[src/rtl/uart_scan_pkg.sv]
package uart_scan_pkg;

  typedef enum logic [1:0] {
    SCAN_LISTEN = 2'd0,
    SCAN_BROAD  = 2'd1,
    SCAN_PAIR   = 2'd2
  } scan_kind_e;

  typedef enum logic [2:0] {
    ST_IDLE   = 3'd0,
    ST_WINDOW = 3'd1,
    ST_LAUNCH = 3'd2,
    ST_SEND   = 3'd3,
    ST_LISTEN = 3'd4
  } scan_state_e;

  localparam int FRAME_BITS = 10;

endpackage

[src/rtl/scan_pin_sync.sv]
module scan_pin_sync #(
  parameter int NPINS = 8
) (
  input  logic             clk,
  input  logic             rst_n,
  input  logic [NPINS-1:0] pin_in,
  output logic [NPINS-1:0] level,
  output logic [NPINS-1:0] toggled
);

  logic [NPINS-1:0] meta_q, sync_q, prev_q;

  for (genvar g = 0; g < NPINS; g++) begin : g_pin
    always_ff @(posedge clk or negedge rst_n) begin
      if (!rst_n) begin
        meta_q[g] <= 1'b0;
        sync_q[g] <= 1'b0;
        prev_q[g] <= 1'b0;
      end else begin
        meta_q[g] <= pin_in[g];
        sync_q[g] <= meta_q[g];
        prev_q[g] <= sync_q[g];
      end
    end
    assign toggled[g] = sync_q[g] ^ prev_q[g];
  end

  assign level = sync_q;

endmodule

[src/rtl/scan_frame_tx.sv]
module scan_frame_tx
  import uart_scan_pkg::*;
#(
  parameter int         DIV_W     = 16,
  parameter logic [7:0] WAKE_BYTE = 8'h0A
) (
  input  logic             clk,
  input  logic             rst_n,
  input  logic             go,
  input  logic [DIV_W-1:0] div,
  output logic             line,
  output logic             active
);

  localparam int BIT_CW = $clog2(FRAME_BITS);

  logic [FRAME_BITS-1:0] shift_q, shift_n;
  logic [BIT_CW-1:0]     left_q, left_n;
  logic [DIV_W-1:0]      cnt_q, cnt_n;
  logic                  act_q, act_n;

  always_comb begin
    shift_n = shift_q;
    left_n  = left_q;
    cnt_n   = cnt_q;
    act_n   = act_q;
    if (!act_q) begin
      if (go) begin
        shift_n = {1'b1, WAKE_BYTE, 1'b0};
        left_n  = BIT_CW'(FRAME_BITS - 1);
        cnt_n   = div - 1'b1;
        act_n   = 1'b1;
      end
    end else if (cnt_q == '0) begin
      if (left_q == '0) begin
        act_n = 1'b0;
      end else begin
        shift_n = {1'b1, shift_q[FRAME_BITS-1:1]};
        left_n  = left_q - 1'b1;
        cnt_n   = div - 1'b1;
      end
    end else begin
      cnt_n = cnt_q - 1'b1;
    end
  end

  always_ff @(posedge clk or negedge rst_n) begin
    if (!rst_n) begin
      shift_q <= '1;
      left_q  <= '0;
      cnt_q   <= '0;
      act_q   <= 1'b0;
    end else begin
      shift_q <= shift_n;
      left_q  <= left_n;
      cnt_q   <= cnt_n;
      act_q   <= act_n;
    end
  end

  assign active = act_q;
  assign line   = act_q ? shift_q[0] : 1'b1;

  // a bit holds its level until its divisor count runs out
  a_r5_bit_hold: assert property (@(posedge clk) disable iff (!rst_n)
    (act_q && cnt_q != '0) |=> $stable(line));

  // a go request while idle always opens a frame
  a_r5_frame_opens: assert property (@(posedge clk) disable iff (!rst_n)
    (go && !act_q) |=> (act_q && line == 1'b0));

endmodule

[src/rtl/scan_event_queue.sv]
module scan_event_queue #(
  parameter int NPINS = 8,
  parameter int PIN_W = 3
) (
  input  logic             clk,
  input  logic             rst_n,
  input  logic [NPINS-1:0] watch,
  input  logic [NPINS-1:0] toggled,
  input  logic [NPINS-1:0] level,
  output logic             evt_valid,
  output logic [PIN_W-1:0] evt_pin,
  output logic             evt_level,
  output logic             empty
);

  logic [NPINS-1:0] pend_q, pend_n, lvl_q, lvl_n, pick_oh;
  logic [PIN_W-1:0] pick_idx;
  logic             vld_q;
  logic [PIN_W-1:0] pin_q;
  logic             plvl_q;

  always_comb begin
    pick_oh  = '0;
    pick_idx = '0;
    for (int i = NPINS - 1; i >= 0; i--) begin
      if (pend_q[i]) begin
        pick_oh  = '0;
        pick_oh[i] = 1'b1;
        pick_idx = PIN_W'(i);
      end
    end
  end

  always_comb begin
    pend_n = (pend_q & ~pick_oh) | (toggled & watch);
    for (int i = 0; i < NPINS; i++) begin
      lvl_n[i] = (toggled[i] && watch[i]) ? level[i] : lvl_q[i];
    end
  end

  always_ff @(posedge clk or negedge rst_n) begin
    if (!rst_n) begin
      pend_q <= '0;
      lvl_q  <= '0;
      vld_q  <= 1'b0;
      pin_q  <= '0;
      plvl_q <= 1'b0;
    end else begin
      pend_q <= pend_n;
      lvl_q  <= lvl_n;
      vld_q  <= |pend_q;
      pin_q  <= pick_idx;
      plvl_q <= lvl_q[pick_idx];
    end
  end

  assign evt_valid = vld_q;
  assign evt_pin   = pin_q;
  assign evt_level = plvl_q;
  assign empty     = (pend_q == '0);

  // any pending change is emitted on the next cycle
  a_r2_drain: assert property (@(posedge clk) disable iff (!rst_n)
    (pend_q != '0) |=> evt_valid);

  // a pending bit leaves only by being emitted
  a_r2_no_loss: assert property (@(posedge clk) disable iff (!rst_n)
    (pend_q != '0) |=> ($countones(pend_q) >= $countones($past(pend_q)) - 1));

endmodule

[src/rtl/uart_pin_scanner.sv]
module uart_pin_scanner
  import uart_scan_pkg::*;
#(
  parameter int NPINS         = 8,
  parameter int NBAUD         = 4,
  parameter int DIV_W         = 16,
  parameter int WINDOW_CYCLES = 400_000_000,
  parameter int LISTEN_CYCLES = 1_000_000,
  localparam int PIN_W        = $clog2(NPINS),
  localparam int BAUD_W       = (NBAUD > 1) ? $clog2(NBAUD) : 1
) (
  input  logic                   clk,
  input  logic                   rst_n,
  input  logic                   start,
  input  logic [1:0]             mode_sel,
  input  logic                   invert,
  input  logic [NBAUD*DIV_W-1:0] baud_divs,
  input  logic [NPINS-1:0]       pin_in,
  output logic [NPINS-1:0]       pin_out,
  output logic [NPINS-1:0]       pin_oe,
  output logic                   busy,
  output logic                   evt_valid,
  output logic [PIN_W-1:0]       evt_pin,
  output logic                   evt_level,
  output logic [1:0]             evt_mode,
  output logic [PIN_W-1:0]       evt_tx,
  output logic [BAUD_W-1:0]      evt_baud
);

  localparam int MAXC  = (WINDOW_CYCLES > LISTEN_CYCLES) ? WINDOW_CYCLES : LISTEN_CYCLES;
  localparam int TMR_W = $clog2(MAXC + 1);

  scan_state_e       st_q, st_n;
  scan_kind_e        kind_q, kind_n;
  logic              inv_q, inv_n;
  logic [PIN_W-1:0]  tx_q, tx_n, rx_q, rx_n;
  logic [BAUD_W-1:0] bd_q, bd_n;
  logic [TMR_W-1:0]  tmr_q, tmr_n;

  logic [NPINS-1:0]  level, toggled, watch;
  logic              q_empty, frame_line, frame_active, frame_go;
  logic [DIV_W-1:0]  cur_div;
  logic              driving;

  scan_pin_sync #(.NPINS(NPINS)) i_sync (
    .clk(clk), .rst_n(rst_n), .pin_in(pin_in), .level(level), .toggled(toggled)
  );

  scan_event_queue #(.NPINS(NPINS), .PIN_W(PIN_W)) i_queue (
    .clk(clk), .rst_n(rst_n), .watch(watch), .toggled(toggled), .level(level),
    .evt_valid(evt_valid), .evt_pin(evt_pin), .evt_level(evt_level), .empty(q_empty)
  );

  assign cur_div  = baud_divs[bd_q*DIV_W +: DIV_W];
  assign frame_go = (st_q == ST_LAUNCH);

  scan_frame_tx #(.DIV_W(DIV_W)) i_frame (
    .clk(clk), .rst_n(rst_n), .go(frame_go), .div(cur_div),
    .line(frame_line), .active(frame_active)
  );

  assign driving = (st_q == ST_LAUNCH) || (st_q == ST_SEND) || (st_q == ST_LISTEN);

  // watch mask and pin drive
  always_comb begin
    watch   = '0;
    pin_oe  = '0;
    pin_out = '0;
    if (st_q == ST_WINDOW) begin
      watch = '1;
    end else if (driving) begin
      pin_oe[tx_q]  = 1'b1;
      pin_out[tx_q] = frame_line ^ inv_q;
      if (kind_q == SCAN_PAIR) begin
        watch[rx_q] = 1'b1;
      end else begin
        watch       = '1;
        watch[tx_q] = 1'b0;
      end
    end
  end

  // step advance
  logic [PIN_W:0] rx_step, rx_skip;
  logic           rx_wrap, tx_last, bd_last, quiet, step_end, scan_done;

  always_comb begin
    rx_step = {1'b0, rx_q} + 1'b1;
    rx_skip = (rx_step == {1'b0, tx_q}) ? rx_step + 1'b1 : rx_step;
    rx_wrap = (rx_skip >= (PIN_W+1)'(NPINS));
    tx_last = (tx_q == PIN_W'(NPINS - 1));
    bd_last = (bd_q == BAUD_W'(NBAUD - 1));
    quiet   = q_empty && ((toggled & watch) == '0) && (tmr_q == '0);
  end

  always_comb begin
    st_n      = st_q;
    kind_n    = kind_q;
    inv_n     = inv_q;
    tx_n      = tx_q;
    rx_n      = rx_q;
    bd_n      = bd_q;
    tmr_n     = (tmr_q != '0) ? tmr_q - 1'b1 : tmr_q;
    step_end  = 1'b0;
    scan_done = 1'b0;
    case (st_q)
      ST_IDLE: begin
        if (start && mode_sel != 2'd3) begin
          kind_n = scan_kind_e'(mode_sel);
          inv_n  = invert;
          tx_n   = '0;
          rx_n   = PIN_W'(1);
          bd_n   = '0;
          if (mode_sel == 2'd0) begin
            st_n  = ST_WINDOW;
            tmr_n = TMR_W'(WINDOW_CYCLES - 1);
          end else begin
            st_n = ST_LAUNCH;
          end
        end
      end
      ST_WINDOW: if (quiet) st_n = ST_IDLE;
      ST_LAUNCH: st_n = ST_SEND;
      ST_SEND: begin
        if (!frame_active) begin
          st_n  = ST_LISTEN;
          tmr_n = TMR_W'(LISTEN_CYCLES - 1);
        end
      end
      ST_LISTEN: if (quiet) step_end = 1'b1;
      default: st_n = ST_IDLE;
    endcase

    if (step_end) begin
      st_n = ST_LAUNCH;
      if (!bd_last) begin
        bd_n = bd_q + 1'b1;
      end else begin
        bd_n = '0;
        if (kind_q == SCAN_PAIR && !rx_wrap) begin
          rx_n = rx_skip[PIN_W-1:0];
        end else if (tx_last) begin
          scan_done = 1'b1;
        end else begin
          tx_n = tx_q + 1'b1;
          rx_n = '0;
        end
      end
      if (scan_done) st_n = ST_IDLE;
    end
  end

  always_ff @(posedge clk or negedge rst_n) begin
    if (!rst_n) begin
      st_q   <= ST_IDLE;
      kind_q <= SCAN_LISTEN;
      inv_q  <= 1'b0;
      tx_q   <= '0;
      rx_q   <= '0;
      bd_q   <= '0;
      tmr_q  <= '0;
    end else begin
      st_q   <= st_n;
      kind_q <= kind_n;
      inv_q  <= inv_n;
      tx_q   <= tx_n;
      rx_q   <= rx_n;
      bd_q   <= bd_n;
      tmr_q  <= tmr_n;
    end
  end

  assign busy     = (st_q != ST_IDLE);
  assign evt_mode = kind_q;
  assign evt_tx   = (kind_q == SCAN_LISTEN) ? '0 : tx_q;
  assign evt_baud = (kind_q == SCAN_LISTEN) ? '0 : bd_q;

  // never more than one pin driven
  a_r8_one_driver: assert property (@(posedge clk) disable iff (!rst_n)
    $onehot0(pin_oe));

  // no drive while idle
  a_r8_idle_no_drive: assert property (@(posedge clk) disable iff (!rst_n)
    !busy |-> (pin_oe == '0));

  // the driven pin never reports itself in broadcast mode
  a_r9_tx_excluded: assert property (@(posedge clk) disable iff (!rst_n)
    (evt_valid && evt_mode == SCAN_BROAD) |-> (evt_pin != evt_tx));

  // pairwise events come only from the watched pin
  a_r6_rx_only: assert property (@(posedge clk) disable iff (!rst_n)
    (evt_valid && evt_mode == SCAN_PAIR) |-> (evt_pin == rx_q));

  // a driven line outside a frame rests at the idle level
  a_r7_idle_level: assert property (@(posedge clk) disable iff (!rst_n)
    ((pin_oe != '0) && !frame_active) |-> ((pin_out & pin_oe) == (inv_q ? '0 : pin_oe)));

  // a start is ignored while a scan runs
  a_r10_start_ignored: assert property (@(posedge clk) disable iff (!rst_n)
    (busy && start && st_q == ST_WINDOW) |=> (kind_q == SCAN_LISTEN));

endmodule

[config.mk]
export PLATFORM = sky130hd
export DESIGN_NAME = uart_pin_scanner
export DESIGN_NICKNAME = d
export VERILOG_FILES = /design/src/rtl/uart_scan_pkg.sv /design/src/rtl/scan_pin_sync.sv /design/src/rtl/scan_frame_tx.sv /design/src/rtl/scan_event_queue.sv /design/src/rtl/uart_pin_scanner.sv
export SDC_FILE = /design/constraint.sdc
export NUM_CORES = 1
export LEC_CHECK = 0
export CORE_ASPECT_RATIO = 0.5
export CORE_MARGIN = 2
export CORE_UTILIZATION = 40
export CTS_CLUSTER_DIAMETER = 80
export DETAILED_ROUTE_END_ITERATION = 6
export DONT_BUFFER_PORTS = 1
export GPL_TIMING_DRIVEN = 0
export MAX_ROUTING_LAYER = met4
export PLACE_DENSITY = 0.64
export SYNTH_ARGS = -nofsm -noshare
export SYNTH_HDL_FRONTEND = slang
export SYNTH_SLANG_ARGS = --single-unit
[constraint.sdc]
create_clock -name clk -period 3.31 [get_ports clk]
set_input_delay 0.331 -clock clk [delete_from_list [all_inputs] [get_ports clk]]
set_output_delay 0.331 -clock clk [all_outputs]
set_load 0.1 [all_outputs]
==> run_results.csv, run 1 <==
group,metric,value,unit
outcome,status,"finished, violations left",
outcome,violations,"negative setup slack",
clocking,clk_latency,410,ps
timing,grt_setup_unrepaired,"true",
worst_setup_path,critPathRequiredTime,2980,ps
synth,ys_types,69,
final_layout,num-nets-final,814,
final_layout,final_cells,966,
worst_setup_path,cp-end-kind,"output port",
drt,drc,0,
worst_setup_path,start_kind,"flop",
power_and_ir_drop,total_leakage_power,3.12,nW
worst_setup_path,critical_path_arrival,3030,ps
synth,syn_area_per_cell,9.68,um^2
timing,setup_violations,2,
synth,synthTopCellsByArea,"dfrtp_1, mux4_2, o21ai_0",
final_layout,synthToLayoutAreaGrowth,18.4,%
power_and_ir_drop,power_density,446,nW/um^2
worst_setup_path,path_class,"flop to output port",
synth,syn_inst,692,
clocking,cts_buffer_depth,2,
placed_design,dpl.hpwl,11.5,mm
clocking,cts-root-buf,"clkbuf_16",
timing,hold_ws,73.5,ps
placed_design,portBuffers,0,
synth,yosysTopAreaCell,"dfrtp_1",
global_routing,grt_pass1_vias,5207,
die,die_y,95.5,um
die,core_area,16400,um^2
drt,met1_length,7.60,mm
final_layout,postLayoutCellArea,7940,um^2
synth,synth_top_area_share,40.7,%
global_routing,grt_max_degree,119,
drt,antenna_left,0,
drt,top_layer_used,"met4",
clocking,clock-sinks,118,
run,max_cap_viol_count,0,
synth,synth_ff_type,"dfrtp_1",
placed_design,gp_congestion,0.816,
timing,skew,10.6,ps
die,die_area,17900,um^2
timing,period_minus_slack,3360,ps
timing,hold_violations,0,
global_routing,grt_first_pass_wirelength,26.5,mm
drt,drt_iter0_drc,370,
drt,firstDrtPassIters,5,
synth,synthesis.area,6700,um^2
synth,yosysSeqAreaShare,44.2,%
die,die_w,187,um
timing,slew_viol_final,0,
synth,synth_most_common_cell,"dfrtp_1",
die,io_pins,107,
timing,slew_headroom,10.8,%
die,placementRows,33,
synth,synth_nets,781,
timing,fin_ws,-47.5,ps
clocking,cts_max_level,4,
synth,ys_seq_elements,118,
timing,worstMarginPinSlew,1330,ps
drt,vias_per_cell,5.50,
drt,dr_wl_met2,7.61,mm
timing,timing.final.crit_share,101,%
placed_design,placed_area,7130,um^2
synth,synth_edf_count,0,
final_layout,drive_gt1_share,18.4,%
timing,fmax,0.298,GHz
die,initial_core_util,40.9,%
synth,yosysWarnings,0,
final_layout,fin_util,48.4,%
hold_path,hp-class,"primary input to flop",
power_and_ir_drop,vdd_drop_max,0.374,mV
worst_setup_path,worstPathMaxFanout,10,
drt,drt-total-wl,16.1,mm
synth,ys_top_cells_by_count,"dfrtp_1, nor2_1, nand2_1, o21ai_0, nor3_1",
global_routing,antenna_found_initial,1,
global_routing,grt_usage,19.5,%
clocking,path_clk_slew,60,ps
drt,wl_met3,656,um
clocking,cts_buffers,17,
placed_design,placed_cells,922,
clocking,cts_tree,"built",
global_routing,grt_overflow,0,
synth,asyncSetResetFlopFracSynth,100,%
drt,dr_total_vias,5309,
drt,wire_per_inst,16.7,um
## final timing paths
path / to / from / slack [ps] / cells after the start
setup / recovery: pin_out[7] / tx_q[0] / -50 / 4
hold / removal: inv_q / invert / 70 / 1
setup reg to reg: tx_q[1] / tmr_q[13] / 220 / 9
hold reg to reg: i_sync.level[6] / i_sync.meta_q[6] / 350 / 0
max in group asynchronous: st_q[1] / rst_n / 2280 / 2
min in group asynchronous: i_sync.meta_q[4] / rst_n / 540 / 2
## stage by stage
stage / TNS, ps / power, W / setup slack [ps]
floorplan: -1400 / 0.00168 / -464
global placement: -7380 / 0.00170 / -926
detailed placement: -5660 / 0.00171 / -1040
CTS: -212 / 0.00358 / -59.2
global route: -357 / 0.00368 / -174
finish: -90.4 / 0.00354 / -47.5
## routing by layer
layer / GRT usage [%] / vias up
li1: - / 2562
met1: 24.9 / 2598
met2: 30.8 / 128
met3: 4.71 / 21
met4: 6.55 / 0
met5: - / -
## cells in the final DEF, fill, tap and decap left out, types with 9 or more instances in the layout
cell type	n
dfrtp_1	105
nor2_1	60
o21ai_0	59
nand2_1	58
a21oi_1	33
xnor2_1	29
nor3_1	29
inv_1	24
xor2_1	23
clkbuf_1	21
nand3_1	18
mux4_2	18
clkbuf_16	17
mux2i_1	12
nand2b_1	11
ha_1	11
nor4_1	10
dlygate4sd3_1	9
dfstp_2	9
## cells by family after synthesis
group / after synthesis / share of synthesized area (%)
adders and majority gates: 11 / 2.05
buffers and inverters: 57 / 3.85
muxes: 32 / 8.18
DFF: 118 / 44.2
AOI/OAI and AO/OA: 148 / 13.5
and+or+nand+nor: 274 / 21.4
xor gates and xnor gates: 52 / 6.80
## flip-flops by register name (all words and copies together), names as in the netlist
register,cells
i_queue.evt_pin,3
evt_mode,2
rx_q,3
i_frame.left_q,4
i_queue.lvl_q,8
tmr_q,29
i_queue.evt_level,1
i_sync.prev_q,8
i_sync.meta_q,8
tx_q,3
i_frame.cnt_q,16
bd_q,2
st_q,3
i_frame.shift_q,9
i_sync.level,8
i_frame.active,1
inv_q,1
i_queue.pend_q,8
i_queue.evt_valid,1
## area by class of cell
| class | instances | area [um^2] |
|---|---|---|
| Buffer | 32 | 170 |
| Inverter | 24 | 90.1 |
| Antenna cell | 1 | 2.50 |
| Clock buffer | 17 | 425 |
| Multi-Input combinational cell | 517 | 3650 |
| Tap cell | 227 | 284 |
| Clock inverter | 15 | 161 |
| Timing Repair Buffer | 15 | 178 |
| Fill cell | 1476 | 8460 |
| Sequential cell | 118 | 2970 |
## report_power, final
group / total (W) / internal, W / switching, W / leakage (nW)
sequential: 0.00156 / 0.00148 / 0.0000831 / 1.35
combinational: 0.000157 / 0.0000729 / 0.0000841 / 1.50
clock: 0.00182 / 0.00106 / 0.000752 / 0.278
total: 0.00354 / 0.00262 / 0.000919 / 3.12
## worst max-delay path, stage by stage, from the launching register on
cell and delay, ps:
dfrtp_1 360, clkbuf_1 340, clkbuf_1 660, nand2_1 330
nor2_2 910
## repair_timing
action | 4_1_cts | 5_1_grt
endpoints found under the hold margin | 126 | 0
setup buffers | 0 | 2
endpoints found under the setup margin | 21 | 28
hold buffers | 10 | 0
pin swaps | 1 | 2
resized for setup | 14 | 13
Power figures use the tool's default switching activity.
==> run 2, diff against run 1 <==
--- a/config.mk
+++ b/config.mk
@@ -6,7 +6,7 @@
 export NUM_CORES = 1
 export LEC_CHECK = 0
 export CORE_ASPECT_RATIO = 0.5
-export CORE_MARGIN = 2
+export CORE_MARGIN = 3
 export CORE_UTILIZATION = 40
 export CTS_CLUSTER_DIAMETER = 80
 export DETAILED_ROUTE_END_ITERATION = 6
==> run 2 against run 1 <==
Compared with the run above:
- the flow still finishes with violations (negative setup slack)
- register-to-register slack worse by 40 ps
- worst hold slack worse by 0.90 ps
- flip-flop and latch count did not move
- clock power down 3%
- wire length grew 3.0%
- combinational power barely moved
- critical path depth is the same
- core utilization grew 1.1 points
- critical endpoint is now pin_out[5]
- highest routed layer unchanged
==> run_results.csv, run 2 (same netlist as run 1, synthesis figures left out) <==
group,metric,value,unit
timing,slew_viol_final,0,
worst_setup_path,slowest_delay,920,ps
power_and_ir_drop,power_density,444,nW/um^2
die,initial_core_util,42.2,%
timing,timing.final.crit_share,101,%
worst_setup_path,critPathRequiredTime,2980,ps
run,max_cap_viol_count,0,
drt,dr_wl_met2,7.86,mm
timing,hold_violations,0,
drt,antenna_left,0,
drt,top_layer_used,"met4",
global_routing,grt_pass1_vias,5350,
timing,fmax,0.299,GHz
worst_setup_path,r2r-end,"tx_q[0]",
die,io_pins,107,
drt,wire_per_inst,17.3,um
power_and_ir_drop,vdd_drop_max,0.364,mV
drt,vias_per_cell,5.53,
final_layout,final_cell_mix,"dfrtp_1, nor2_1, o21ai_0",
worst_setup_path,path_class,"flop to output port",
worst_setup_path,path_cells,"clkbuf_1, clkbuf_1, nand2b_1, nor2_2",
worst_setup_path,start_kind,"flop",
die,placementRows,32,
worst_setup_path,timing.rr.start,"tmr_q[13]",
drt,drc,0,
clocking,cts_buffer_depth,2,
outcome,status,"finished, violations left",
timing,timing.setup.tns,-72.0,ps
final_layout,postLayoutCellArea,7870,um^2
placed_design,gp_congestion,0.839,
drt,drt_iter0_drc,318,
timing,period_minus_slack,3350,ps
final_layout,final_common_cell,"dfrtp_1",
timing,fin_ws,-39.8,ps
final_layout,final_cells,958,
power_and_ir_drop,total_leakage_power,3.10,nW
final_layout,regMostFlops,"tmr_q",
clocking,cts_buffers,17,
worst_setup_path,cp-end-kind,"output port",
hold_path,min_path_cells,1,
die,die_area,18400,um^2
global_routing,antenna_found_initial,0,
timing,slew_headroom,10.2,%
timing,skew,11.7,ps
die,die_w,189,um
worst_setup_path,r2r_cells,9,
clocking,cts_max_level,4,
timing,grt_setup_unrepaired,"true",
worst_setup_path,crit_slowest_cell,"nor2_2",
timing,setup_violations,3,
placed_design,placed_cells,916,
final_layout,largest_register_ffs,29,
global_routing,grt_overflow,0,
die,die_y,97.5,um
worst_setup_path,worst-r2r-setup-slack,180,ps
final_layout,num-nets-final,812,
drt,firstDrtPassIters,4,
power_and_ir_drop,total_power,0.00350,W
global_routing,grt_usage,18.8,%
worst_setup_path,worstPathMaxFanout,10,
die,core_area,15900,um^2
final_layout,synthToLayoutAreaGrowth,17.4,%
hold_path,hold_path.startpoint,"invert",
drt,met1_length,7.94,mm
final_layout,reg_top3,"tmr_q: 29 flops, i_frame.cnt_q: 16 flops, i_frame.shift_q: 9 flops",
hold_path,hp-class,"primary input to flop",
final_layout,drive_gt1_share,17.9,%
clocking,clk_latency,410,ps
worst_setup_path,critical_path_arrival,3020,ps
clocking,cts-root-buf,"clkbuf_16",
timing,worstMarginPinSlew,1340,ps
drt,dr_total_vias,5299,
drt,drt-total-wl,16.6,mm
clocking,clock-sinks,118,
outcome,violations,"negative setup slack",
clocking,cts_tree,"built",
global_routing,grt_max_degree,119,
placed_design,placed_area,7120,um^2
clocking,post_cts_buffers,0,
placed_design,dpl.hpwl,11.8,mm
worst_setup_path,crit_path_frequent_cell,"clkbuf_1",
drt,wl_met3,635,um
global_routing,grt_first_pass_wirelength,27.2,mm
placed_design,portBuffers,0,
hold_path,min_to,"inv_q",
clocking,path_clk_slew,60,ps
## run 2: per-stage QoR
step / hold slack [ps] / util, % / setup slack, ps
global placement: 38.3 / 44.0 / -981
CTS: 61.3 / 49.2 / -16.2
global route: 61.2 / 49.5 / -212
floorplan: 35.4 / - / -464
finish: 72.6 / 49.5 / -39.8
detailed placement: 38.3 / 44.8 / -1060
## run 2: critical path, delay by kind of cell (launching register included)
| family | cells | cell delay (ps) |
|---|---|---|
| simple gates | 2 | 1260 |
| buf+inv | 2 | 980 |
| flops | 1 | 360 |
## run 2: area by class of cell
class,instances,area [um^2]
Inverter,24,90.1
Clock inverter,14,126
Multi-Input combinational cell,517,3630
Sequential cell,118,2970
Antenna cell,1,2.50
Clock buffer,18,439
Fill cell,1442,8030
Buffer,32,170
Timing Repair Buffer,13,163
Tap cell,221,277
## run 2: report_power, final
part	total, W	internal, W	switching, W
sequential	0.00156	0.00148	0.0000824
combinational	0.000158	0.0000730	0.0000849
clock	0.00177	0.00106	0.000718
## run 2: worst max-delay path by stage
stage | from | end | slack (ps) | depth (start not counted)
2_1_floorplan | st_q[1] | pin_oe[1] | -460 | 5
3_3_place_gp | bd_q[0] | i_frame.cnt_q[12] | -980 | 7
3_5_place_dp | bd_q[0] | i_frame.cnt_q[12] | -1060 | 7
4_1_cts | tx_q[0] | pin_out[7] | -20 | 4
5_1_grt | tx_q[0] | pin_out[5] | -210 | 4
6_report | tx_q[0] | pin_out[5] | -40 | 4
## run 2: repair_timing
action,4_1_cts,5_1_grt
hold buffers,10,0
resized for setup,8,12
pin swaps,1,2
hold endpoints to repair,126,0
setup endpoints to repair,21,28
## run 2: metal layers
layer	up-vias	track usage, %
li1	2556	-
met2	108	29.4
met4	0	6.35
met3	15	3.17
met5	-	-
met1	2620	24.9
==> run 3, diff against run 2 <==
--- a/config.mk
+++ b/config.mk
@@ -16,4 +16,5 @@
 export PLACE_DENSITY = 0.64
 export SYNTH_ARGS = -nofsm -noshare
 export SYNTH_HDL_FRONTEND = slang
+export SYNTH_HIERARCHICAL = 1
 export SYNTH_SLANG_ARGS = --single-unit
==> run 3 against run 2 <==
Compared with the run above:
- largest cell class unchanged
- the flow now finishes without violations
- first-iteration DRC count is 12% higher
- worst hold slack got worse by 9.7 ps
- die area grew 2.5%
==> run_results.csv, run 3 <==
group,metric,value,unit
outcome,status,"complete, no violations",
clocking,cts_buffers,17,
clocking,clk_latency,420,ps
die,die_w,191,um
hold_path,min_to,"inv_q",
final_layout,reg_top3,"tmr_q: 29 flops, i_frame/cnt_q: 16 flops, i_frame/shift_q: 9 flops",
placed_design,portBuffers,0,
die,placementRows,33,
final_layout,synthToLayoutAreaGrowth,17.1,%
die,die_area,18900,um^2
timing,timing.final.crit_share,96.2,%
worst_setup_path,critPathRequiredTime,2980,ps
synth,synth_edf_count,0,
synth,yosysTopAreaCell,"dfrtp_1",
synth,synth_nets,806,
drt,antenna_left,0,
synth,synthTopCellsByArea,"dfrtp_1, mux4_2, nand2_1",
clocking,path_clk_slew,60,ps
worst_setup_path,start_kind,"flop",
run,max_cap_viol_count,0,
timing,skew,7.03,ps
timing,period_minus_slack,3190,ps
global_routing,grt_overflow,0,
drt,vias_per_cell,5.49,
timing,grt_setup_unrepaired,"false",
drt,firstDrtPassIters,5,
clocking,clock-sinks,118,
clocking,cts_tree,"built",
die,io_pins,107,
worst_setup_path,path_class,"flop to output port",
timing,fmax,0.314,GHz
final_layout,final_cell_mix,"dfrtp_1, nand2_1, nor2_1",
final_layout,largest_register_ffs,29,
worst_setup_path,critical_path_arrival,2850,ps
synth,syn_area_per_cell,9.63,um^2
global_routing,grt_usage,18.2,%
die,initial_core_util,41.4,%
clocking,cts_buffer_depth,2,
timing,setup_violations,0,
worst_setup_path,worst-r2r-setup-slack,210,ps
synth,ys_top_cells_by_count,"dfrtp_1, nand2_1, nor2_1, o21ai_0, nor3_1",
final_layout,postLayoutCellArea,8050,um^2
drt,wire_per_inst,16.2,um
final_layout,num_antenna_cells,0,
drt,drc,0,
die,core_area,16600,um^2
synth,synth_ff_type,"dfrtp_1",
synth,yosysSeqAreaShare,43.1,%
power_and_ir_drop,total_leakage_power,3.17,nW
power_and_ir_drop,power_density,852,nW/um^2
synth,asyncSetResetFlopFracSynth,100,%
timing,slew_viol_final,0,
clocking,cts-root-buf,"clkbuf_16",
hold_path,hold_path.startpoint,"invert",
worst_setup_path,r2r_cells,10,
timing,slew_headroom,28.2,%
placed_design,gp_congestion,0.853,
final_layout,fill_cells,1552,
synth,synth_top_area_share,39.7,%
hold_path,min_path_cells,1,
drt,drt_iter0_drc,357,
final_layout,num-nets-final,841,
final_layout,drive_gt1_share,19.0,%
worst_setup_path,cp-end-kind,"output port",
worst_setup_path,r2r-end,"i_frame/cnt_q[12]",
global_routing,grt_pass1_vias,5373,
synth,synth_most_common_cell,"dfrtp_1",
timing,hold_violations,0,
worst_setup_path,worstPathMaxFanout,8,
power_and_ir_drop,total_power,0.00686,W
global_routing,grt_max_degree,119,
synth,synthesis.area,6870,um^2
power_and_ir_drop,vdd_drop_max,0.462,mV
timing,worstMarginPinSlew,1080,ps
synth,ys_seq_elements,118,
synth,ys_types,72,
synth,yosysWarnings,6,
placed_design,placed_area,7290,um^2
synth,syn_inst,714,
worst_setup_path,timing.rr.start,"bd_q[0]",
final_layout,regMostFlops,"tmr_q",
final_layout,final_common_cell,"dfrtp_1",
global_routing,antenna_found_initial,0,
drt,dr_total_vias,5431,
placed_design,dpl.hpwl,11.4,mm
global_routing,grt_first_pass_wirelength,26.8,mm
drt,drt-total-wl,16.1,mm
die,die_y,98.7,um
hold_path,hp-class,"primary input to flop",
clocking,cts_max_level,4,
## run 3: cell count changes after synthesis, moves of 7 or more
cell / previous run / this run
nand2_1: 60 / 96
o21ai_0: 59 / 43
clkbuf_1: 26 / 11
mux2_2: 2 / 10
xnor2_1: 29 / 21
a21oi_1: 33 / 26
or4_1: 1 / 8
## run 3: metrics by stage
step	worst slack [ps]	cells	setup TNS, ps	utilization, %	hold slack, ps
floorplan	-124	714	-372	-	35.4
global placement	-295	941	-1110	43.2	44.7
detailed placement	-389	944	-551	43.9	44.7
CTS	35.3	986	0	48.2	45.9
global route	12.4	989	0	48.5	46.1
finish	125	989	0	48.5	62.9
## run 3: how the worst max path moves through the flow
stage | start | endpoint | slack [ps]
2_1_floorplan | st_q[0] | pin_oe[2] | -120
3_3_place_gp | bd_q[0] | i_frame/cnt_q[12] | -300
3_5_place_dp | bd_q[0] | i_frame/cnt_q[12] | -390
4_1_cts | st_q[0] | pin_out[4] | 40
5_1_grt | bd_q[0] | i_frame/cnt_q[12] | 10
6_report | st_q[1] | pin_out[6] | 120
## run 3: layer usage
metal  vias to the layer above  track usage (%)  share of wire [%]
met5                         -                -                  0
met4                         0             4.79               0.89
met1                      2648             23.2                 46
li1                       2648                -                  -
met2                       120             29.6                 49
met3                        15             4.05                3.9
## run 3: worst max-delay path, cell delays in order (launching register included)
cell and delay [ps]:
dfrtp_1 510, nor2b_2 320, or2_2 150, clkbuf_1 240, nand3_1 320, nor2_2 900
## run 3: kinds of logic after synthesis
group / after synthesis / share of synthesized area [%]
flops: 118 / 43.1
mux: 40 / 8.92
xor+xnor: 47 / 5.99
fa+ha+maj: 14 / 2.55
buf+inv: 48 / 3.33
simple gates: 328 / 25.2
compound gates: 119 / 10.9
## run 3: repair_timing
item,4_1_cts,5_1_grt
hold endpoints to repair,126,0
buffers inserted,0,3
hold buffers,10,0
pin swaps,0,1
gates resized for setup,4,10
setup endpoints to repair,4,18
## run 3: area by class of cell
class / instances / area [um^2] / area share [%]
Clock inverter: 15 / 156 / 1.94
Tap cell: 227 / 284 / 3.53
Timing Repair Buffer: 16 / 185 / 2.30
Clock buffer: 17 / 425 / 5.28
Buffer: 25 / 153 / 1.90
Multi-Input combinational cell: 548 / 3790 / 47.1
Inverter: 23 / 86.3 / 1.07
Sequential cell: 118 / 2970 / 36.8
## run 3: where the power goes
group	switching, W	internal [W]	total [W]	leakage (nW)
combinational	0.00145	0.00104	0.00250	1.54
clock	0.000714	0.00111	0.00182	0.272
sequential	0.000694	0.00185	0.00254	1.35
total	0.00286	0.00400	0.00686	3.17
